<file path="src/rtl/sdo_seq_pkg.sv">
// Shared types for the serial ADC output sequencer.
// Assumes: one frame phase encoding is used by every submodule.
package sdo_seq_pkg;

    typedef enum logic [2:0] {
        PH_IDLE  = 3'd0,   // no frame, output released
        PH_SAMP0 = 3'd1,   // sampling window, before first falling edge
        PH_SAMP1 = 3'd2,   // sampling window, after first falling edge
        PH_NULL  = 3'd3,   // driving the low null bit
        PH_MSB   = 3'd4,   // word, most significant bit first
        PH_LSB   = 3'd5,   // word repeat, least significant bit first
        PH_DONE  = 3'd6    // frame finished, released until chip select rises
    } frame_phase_e;

endpackage

</file>
<file path="src/rtl/sdo_edge_det.sv">
// Falling-edge detector for a level sampled on the system clock.
// Assumes: sig is already synchronous to clk. INIT is the value the history
// register takes in reset, so choosing 0 suppresses a false fall after reset.
module sdo_edge_det #(
    parameter logic INIT = 1'b0
) (
    input  logic clk,
    input  logic rst_n,
    input  logic sig,
    output logic fall
);

    logic sig_q;

    // Remember the previous sample of the level.
    always_ff @(posedge clk) begin
        if (!rst_n) sig_q <= INIT;
        else        sig_q <= sig;
    end

    // A fall is a high previous sample against a low present one.
    assign fall = sig_q & ~sig;

endmodule

</file>
<file path="src/rtl/sdo_frame_seq.sv">
// Frame phase sequencer: counts falling serial-clock edges through the
// sampling window, null bit, MSB-first word, LSB-first repeat and release.
// Assumes: frame_start and sclk_fall are single-cycle strobes on clk.
module sdo_frame_seq
    import sdo_seq_pkg::*;
#(
    parameter int WIDTH = 12
) (
    input  logic                       clk,
    input  logic                       rst_n,
    input  logic                       cs_n,
    input  logic                       frame_start,
    input  logic                       sclk_fall,
    output frame_phase_e               phase,
    output logic [$clog2(WIDTH)-1:0]   bit_idx,
    output logic                       drive_en,
    output logic                       pwr_down
);

    localparam int IDXW = $clog2(WIDTH);
    localparam logic [IDXW-1:0] LAST_IDX = IDXW'(WIDTH - 1);

    // Advance the phase and bit index on each falling serial edge.
    always_ff @(posedge clk) begin
        if (!rst_n) begin
            phase   <= PH_IDLE;
            bit_idx <= '0;
        end else if (cs_n) begin
            phase   <= PH_IDLE;
            bit_idx <= '0;
        end else if (frame_start) begin
            phase   <= PH_SAMP0;
            bit_idx <= '0;
        end else if (sclk_fall) begin
            case (phase)
                PH_SAMP0: phase <= PH_SAMP1;
                PH_SAMP1: phase <= PH_NULL;
                PH_NULL: begin
                    phase   <= PH_MSB;
                    bit_idx <= LAST_IDX;
                end
                PH_MSB: begin
                    if (bit_idx == '0) begin
                        phase   <= PH_LSB;
                        bit_idx <= IDXW'(1);
                    end else begin
                        bit_idx <= bit_idx - 1'b1;
                    end
                end
                PH_LSB: begin
                    if (bit_idx == LAST_IDX) begin
                        phase   <= PH_DONE;
                        bit_idx <= '0;
                    end else begin
                        bit_idx <= bit_idx + 1'b1;
                    end
                end
                default: ;
            endcase
        end
    end

    // Pad enable covers the null bit and both word halves.
    assign drive_en = (phase == PH_NULL) || (phase == PH_MSB) || (phase == PH_LSB);
    // Core shutdown once the first word half is done, until chip select rises.
    assign pwr_down = (phase == PH_LSB) || (phase == PH_DONE);

    // at the turn the repeat starts at bit 1, never at bit 0.
    a_r5_turn_skips_b0: assert property (@(posedge clk) disable iff (!rst_n)
        (phase == PH_MSB && bit_idx == '0 && sclk_fall && !cs_n && !frame_start)
        |=> (phase == PH_LSB && bit_idx == IDXW'(1)));

    // a finished frame stays finished while chip select is low.
    a_r6_done_holds: assert property (@(posedge clk) disable iff (!rst_n)
        (phase == PH_DONE && !cs_n && !frame_start) |=> (phase == PH_DONE));

endmodule

</file>
<file path="src/rtl/sdo_word_hold.sv">
// Result capture and serial bit select.
// Assumes: frame_start marks the cycle chip select is seen falling; the word
// is held until the next frame_start.
module sdo_word_hold
    import sdo_seq_pkg::*;
#(
    parameter int WIDTH = 12
) (
    input  logic                       clk,
    input  logic                       rst_n,
    input  logic                       frame_start,
    input  logic [WIDTH-1:0]           conv_data,
    input  frame_phase_e               phase,
    input  logic [$clog2(WIDTH)-1:0]   bit_idx,
    output logic                       sdo
);

    logic [WIDTH-1:0] word_q;

    // Capture the conversion result at frame start only.
    always_ff @(posedge clk) begin
        if (!rst_n)           word_q <= '0;
        else if (frame_start) word_q <= conv_data;
    end

    // Select the addressed bit during the word phases, else drive low.
    always_comb begin
        if (phase == PH_MSB || phase == PH_LSB) sdo = word_q[bit_idx];
        else                                    sdo = 1'b0;
    end

    // the held word is the value on the port at frame start.
    a_r9_capture: assert property (@(posedge clk) disable iff (!rst_n)
        frame_start |=> (word_q == $past(conv_data)));

endmodule

</file>
<file path="src/rtl/adc_serial_out.sv">
// Top of the serial ADC output sequencer. Detects chip-select and
// serial-clock falls on the system clock, sequences one frame per
// conversion and drives the serial data bit, its enable and power-down.
// Assumes: cs_n and sclk are synchronous to clk, and each sclk level lasts
// at least one clk cycle.
module adc_serial_out
    import sdo_seq_pkg::*;
#(
    parameter int WIDTH = 12
) (
    input  logic             clk,
    input  logic             rst_n,
    input  logic             cs_n,
    input  logic             sclk,
    input  logic [WIDTH-1:0] conv_data,
    output logic             sdo,
    output logic             sdo_oe,
    output logic             pwr_down
);

    localparam int IDXW = $clog2(WIDTH);

    logic            cs_fall;
    logic            sclk_fall;
    frame_phase_e    phase;
    logic [IDXW-1:0] bit_idx;

    // History reset low: chip select held low through reset starts nothing.
    sdo_edge_det #(.INIT(1'b0)) u_cs_edge (
        .clk   (clk),
        .rst_n (rst_n),
        .sig   (cs_n),
        .fall  (cs_fall)
    );

    // History reset low: no false serial edge after reset.
    sdo_edge_det #(.INIT(1'b0)) u_sclk_edge (
        .clk   (clk),
        .rst_n (rst_n),
        .sig   (sclk),
        .fall  (sclk_fall)
    );

    sdo_frame_seq #(.WIDTH(WIDTH)) u_seq (
        .clk         (clk),
        .rst_n       (rst_n),
        .cs_n        (cs_n),
        .frame_start (cs_fall),
        .sclk_fall   (sclk_fall),
        .phase       (phase),
        .bit_idx     (bit_idx),
        .drive_en    (sdo_oe),
        .pwr_down    (pwr_down)
    );

    sdo_word_hold #(.WIDTH(WIDTH)) u_word (
        .clk         (clk),
        .rst_n       (rst_n),
        .frame_start (cs_fall),
        .conv_data   (conv_data),
        .phase       (phase),
        .bit_idx     (bit_idx),
        .sdo         (sdo)
    );

    // chip select high releases the output on the next edge.
    a_r7_cs_high_release: assert property (@(posedge clk) disable iff (!rst_n)
        cs_n |=> !sdo_oe);

    // chip select high clears the power-down flag.
    a_r8_cs_high_wakes: assert property (@(posedge clk) disable iff (!rst_n)
        cs_n |=> !pwr_down);

    // the enable only ever rises on the low null bit.
    a_r3_null_low: assert property (@(posedge clk) disable iff (!rst_n)
        $rose(sdo_oe) |-> !sdo);

    // without a serial fall or chip-select change the outputs hold.
    a_r10_edge_only: assert property (@(posedge clk) disable iff (!rst_n)
        (!sclk_fall && !cs_n && !cs_fall)
        |=> ($stable(sdo) && $stable(sdo_oe) && $stable(pwr_down)));

endmodule

</file>
<file path="config.mk">
export PLATFORM = sky130hd
export DESIGN_NAME = adc_serial_out
export DESIGN_NICKNAME = d
export VERILOG_FILES = /design/src/rtl/sdo_seq_pkg.sv /design/src/rtl/sdo_edge_det.sv /design/src/rtl/sdo_frame_seq.sv /design/src/rtl/sdo_word_hold.sv /design/src/rtl/adc_serial_out.sv
export SDC_FILE = /design/constraint.sdc
export NUM_CORES = 1
export LEC_CHECK = 0
export BUFFER_PORTS_ARGS = -buffer_cell sky130_fd_sc_hd__buf_2
export CAP_MARGIN = 20
export CORE_ASPECT_RATIO = 2
export CORE_MARGIN = 4
export CORE_UTILIZATION = 46
export CTS_CLUSTER_DIAMETER = 150
export DETAILED_ROUTE_END_ITERATION = 12
export MAX_ROUTING_LAYER = met4
export PLACE_DENSITY_LB_ADDON = 0.12
export SKIP_LAST_GASP = 1
export SYNTH_ARGS = -nofsm -noshare
export SYNTH_HDL_FRONTEND = slang
export SYNTH_SLANG_ARGS = --single-unit
</file>
<file path="constraint.sdc">
create_clock -name clk -period 2.85 [get_ports clk]
set_input_delay 0.4275 -clock clk [delete_from_list [all_inputs] [get_ports clk]]
set_output_delay 0.4275 -clock clk [all_outputs]
set_load 0.01 [all_outputs]
</file>
Word level (Yosys, flattened, before mapping)

Index checks and enable logic that the tools add are counted.

Add/sub/neg operators: 2
$mul: 0
Div/mod/pow operators: 0
$lt $le $gt $ge: 1
Eq/ne operators: 11
Shift operators: 0
Multiplexer cells: 11
Bitwise gates (word level): 5
Reduce and logical (&&, ||, !) cells: 14

Operators by type and width:

| kind                | count |
|---|---|
| $pmux 3 s5          | 1 |
| $pmux 4 s3          | 1 |
| $eq 3x3->1 const B  | 3 |
| $mux 4              | 2 |
| $reduce_and 4->1    | 2 |
| $eq 3x2->1 const B  | 2 |
| $mux 3              | 2 |
| $ne 3x2->1 const B  | 2 |
| $reduce_bool 6->1   | 1 |
| $lt 4x5->1 const B  | 1 |
| $reduce_bool 5->1   | 1 |
| $add 4x1->4 const B | 1 |
| $bmux 1 s4          | 1 |
| $eq 4x4->1 const B  | 1 |
| $logic_not 4->1     | 1 |
| $logic_or 1x1->1    | 4 |
| $mux 1              | 4 |
| $ne 2x1->1 const B  | 2 |
| $sub 4x1->4 const B | 1 |
| $eq 3x1->1 const B  | 1 |
| $not 1->1           | 3 |
| $reduce_bool 3->1   | 1 |
| $reduce_or 3->1     | 1 |
| $and 1x1->1         | 2 |
| other kinds (3)     | 3 |

Flip-flop bits (word level): 21
Latch bits: 0
Bits in writable memories: 0
Memory bits (read-only): 0
Input port bits: 16
Output and inout port bits: 3
Memories: 0

Logic depth before layout (Yosys ltp)

Depth after elaboration: 5
Mapped depth: 7
Gate-level depth less buffers: 6

Modules after synthesis

Synthesis repeated with hierarchy kept, for this count alone.

Cells, all modules: 126
Area total of the unflattened synthesis: 1,222.4 sq um

Modules (own cells, without submodules):

| module        | times used | cells an instance | area an instance (sq um) | seq. area each (sq um) |
|---|---|---|---|---|
| sdo_frame_seq | 1          | 72                | 589.3                    | 140.1 |
| sdo_word_hold | 1          | 48                | 560.5                    | 240.2 |
| sdo_edge_det  | 2          | 3                 | 36.3                     | 20.0 |

Least setup slack after synthesis

OpenSTA, ideal clock, no wires.

Kind: flip-flop to output port
From: reg u_seq.bit_idx[0]
To: out sdo
Arrival: 1,368 ps
Setup slack: 1,055 ps
Cell stages (with the launch flop): 6
Buffers on the path: 1
Cells stage by stage: dfxtp_1 -> buf_4 -> mux4_2 -> o22ai_1 -> a311o_1 -> a21boi_1

Longest elaborated chain between the ends: 3

RTL lines:

| item                         | line                 | text |
|---|---|---|
| start: declaration           | sdo_frame_seq.sv:15  | `output logic [$clog2(WIDTH)-1:0] bit_idx,` |
| start signal: assignment     | sdo_frame_seq.sv:47  | `bit_idx <= bit_idx - 1'b1;` |
| start signal: assignment     | sdo_frame_seq.sv:55  | `bit_idx <= bit_idx + 1'b1;` |
| $bmux 1 s4                   | sdo_word_hold.sv:28  | `if (phase == PH_MSB \|\| phase == PH_LSB) sdo = word_q[bit_idx];` |
| $mux 1 (implied by the code) | sdo_word_hold.sv:28  |  |
| $mux 1                       | sdo_word_hold.sv:28  |  |
| end: declaration             | adc_serial_out.sv:16 | `output logic sdo,` |

No other way between the ends. The select of a mux whose other input is x is not followed.

Final worst setup path

Ends and elaborated chain as after synthesis.

==> results.yml <==
die:
  die_h_um: 81.13
  io_pins: 19
  core_region_area_sq_mm: 0.002570
  rows: 26
  die_area_sq_mm: 0.003615
  dieWidth_um: 44.57
  initial_core_util_pct: 47.86
critical_path:
  critical_path.max_fanout: 9
  criticalPathCategory: "reg2out"
  crit_end: "sdo"
  r2r-end: "u_seq.bit_idx[2]$_SDFFE_PP0P_"
  r2r_cells: 5
  worstSetupStartpointType: "flop"
  r2r_start: "u_seq.phase[1]$_SDFFE_PP0P_"
  crit_required_ps: 2420
  cp.arrival_ps: 1820
  cp-startpoint: "u_seq.bit_idx[0]$_SDFFE_PP0P_"
  worst_setup_path_end_kind: "output port"
  reg2reg_slack_ps: 1050
power:
  ir_worst_vdd_v: 0.0003387
  p_leak_nw: 0.4924
  pwr_density_cell_mw_per_mm2: 397.6
cells_and_area:
  regArea_sq_um: 420.4
  nets: 178
  area_delta_synth_final_pct: 9.359
  drive_gt1_share_pct: 21.66
  diodes: 0
  fillers: 253
  final_area_sq_mm: 0.001345
  multi_input_area_sq_um: 732.0
clock_network:
  cts.sinks: 21
  cts-root-buf: "clkbuf_8"
  cts_setup_buffers: 0
  hold_buffers: 0
  cts_tree: "yes"
  clk_transition_reported_paths_ps: 70
  clock_latency_ps: 260
  cts_resized: 0
  numCtsBuffers: 3
  htree_levels: 1
  clockBufferDepth: 2
logic_synthesis:
  syn_inst: 144
  synth_flop_cell: "dfxtp_1"
  synth_edf_count: 0
  syn_nets: 164
  synth_area_per_cell_sq_um: 8.541
  ys_async_sr_fraction_pct: 0
  yosysUniqueCellTypes: 47
  ys_ff_latch: 21
  syn_area_sq_mm: 0.001230
  ys_seq_area_share_pct: 34.18
  yosysWarnings: 0
placed_design:
  dpl_cell_area_sq_mm: 0.001300
  place_ws_ps: 875.4
  hpwlAfterDp_um: 2058
  port_buffers: 18
  gp_congestion: 0.8091
global_route:
  first_global_vias: 1040
  grt_pass1_wl_um: 4616
  grt_use_total_pct: 17.39
  grt-ovfl-total: 0
  antenna_found_initial: 0
  grt_max_degree: 15
sta:
  slew-limit-headroom_pct: 49.73
  finClkSkew_ps: 0.8585
  maxSlewViolCount: 0
  finalSetupTns_ps: 0
  rsz0062_at_grt: "false"
  tightest_slew_ps: 752.6
  setup_viol: 0
  min_period_over_period_pct: 78.81
  timing.final.hold_violations: 0
  fin_crit_ps: 2246
  layout_setup_ws_ps: 603.9
  timing.fmax_mhz: 445.2
detailed_routing:
  vias: 1040
  wl_um: 2562
  drtAntennaViolNets: 0
  wire_per_inst_um: 13.85
  first_pass_iters: 3
  drtIter0Drc: 16
  viasPerCell: 5.622
  drc: 0
job:
  drv_cap: 0
hold_path:
  hp-class: "in2reg"
status:
  status: "complete, no violations"
cell families after synthesis:
kind of cell             after synthesis  share of synthesized area (%)
AND/OR/NAND/NOR                       57                          24.42
adder cells (fa/ha/maj)                4                          4.069
AO/OA/AOI/OAI                         41                          24.21
flip-flops                            21                          34.18
buffers and inverters                 15                          6.307
XOR/XNOR                               2                          1.424
multiplexers                           4                          5.391
cell usage in the layout (no fill, tap or decap), types with 2 or more instances in the layout:
master / instances
buf_2: 18
o21a_1: 2
nand3_1: 3
nand3b_1: 2
nor2b_1: 4
clkbuf_8: 3
nor2_1: 7
a21oi_1: 17
a211oi_1: 5
dfxtp_1: 21
inv_1: 5
nand2_1: 27
or3_1: 2
and3b_1: 2
ha_1: 4
and2_1: 2
mux4_2: 2
o21ai_0: 3
critical path, stage by stage (launching register included):
cell and delay, ps:
dfxtp_1 550, mux4_2 550, o22ai_1 140, a311o_1 130, a21boi_1 60, buf_2 140
synth_stat cells, types with 3 or more instances:
library cell  instances  area [sq um]
nand2_1              27         101.4
inv_1                 5         18.77
nand3_1               3         15.01
ha_1                  4         50.05
nor2b_1               4         25.02
nor2_1                7         26.28
a21oi_1              17         85.08
dfxtp_1              21         420.4
a211oi_1              5         37.54
o21ai_0               3         15.01
clkbuf_1              4         15.01
through the flow:
stage,util (%),power (W),std cells,hold slack [ps]
finish,52.34,0.0005348,185,376.6
global route,52.34,0.0005599,185,387.2
CTS,52.34,0.0005410,185,372.9
detailed placement,50.58,0.0003480,181,447.7
global placement,50.58,0.0003474,181,443.4
floorplan,-,0.0003331,144,431.2
state kept, by name (all words and copies together) (netlist names):
signal and count:
u_sclk_edge.sig_q 1, u_seq.phase 3, u_seq.bit_idx 4, u_cs_edge.sig_q 1, u_word.word_q 12
where the power goes:
group          total [W]  internal [W]  switching, W
registers       0.000305      0.000301    0.00000421
clock network   0.000194     0.0000996     0.0000949
logic          0.0000355     0.0000171     0.0000184
total           0.000535      0.000417      0.000118
per-layer routing:
metal  up-vias  track usage, %  share of wire, %
li1        532               -                 -
met1       488           17.08                38
met2        15           32.56                58
met3         5           2.661               2.3
met4         0           6.344               2.0
met5         -               -                 0
worst min-delay path by stage:
stage	from	depth (start not counted)	slack, ps	endpoint
2_1_floorplan	u_word.word_q[2]$_SDFFE_PN0P_	2	430	u_word.word_q[2]$_SDFFE_PN0P_
6_report	cs_n	2	380	u_seq.phase[0]$_SDFFE_PP0P_
3_3_place_gp	u_word.word_q[3]$_SDFFE_PN0P_	2	440	u_word.word_q[3]$_SDFFE_PN0P_
5_1_grt	cs_n	2	390	u_seq.phase[0]$_SDFFE_PP0P_
3_5_place_dp	u_word.word_q[3]$_SDFFE_PN0P_	2	450	u_word.word_q[3]$_SDFFE_PN0P_
4_1_cts	cs_n	2	370	u_seq.phase[0]$_SDFFE_PP0P_
cell type report:
type                            count  share of cell area, %
Multi-Input combinational cell    108                  54.42
Inverter                            6                  1.674
Timing Repair Buffer               18                  6.698
Tap cell                           28                  2.605
Sequential cell                    21                  31.26
Clock buffer                        4                  3.349
(Power assumes the default switching activity.)
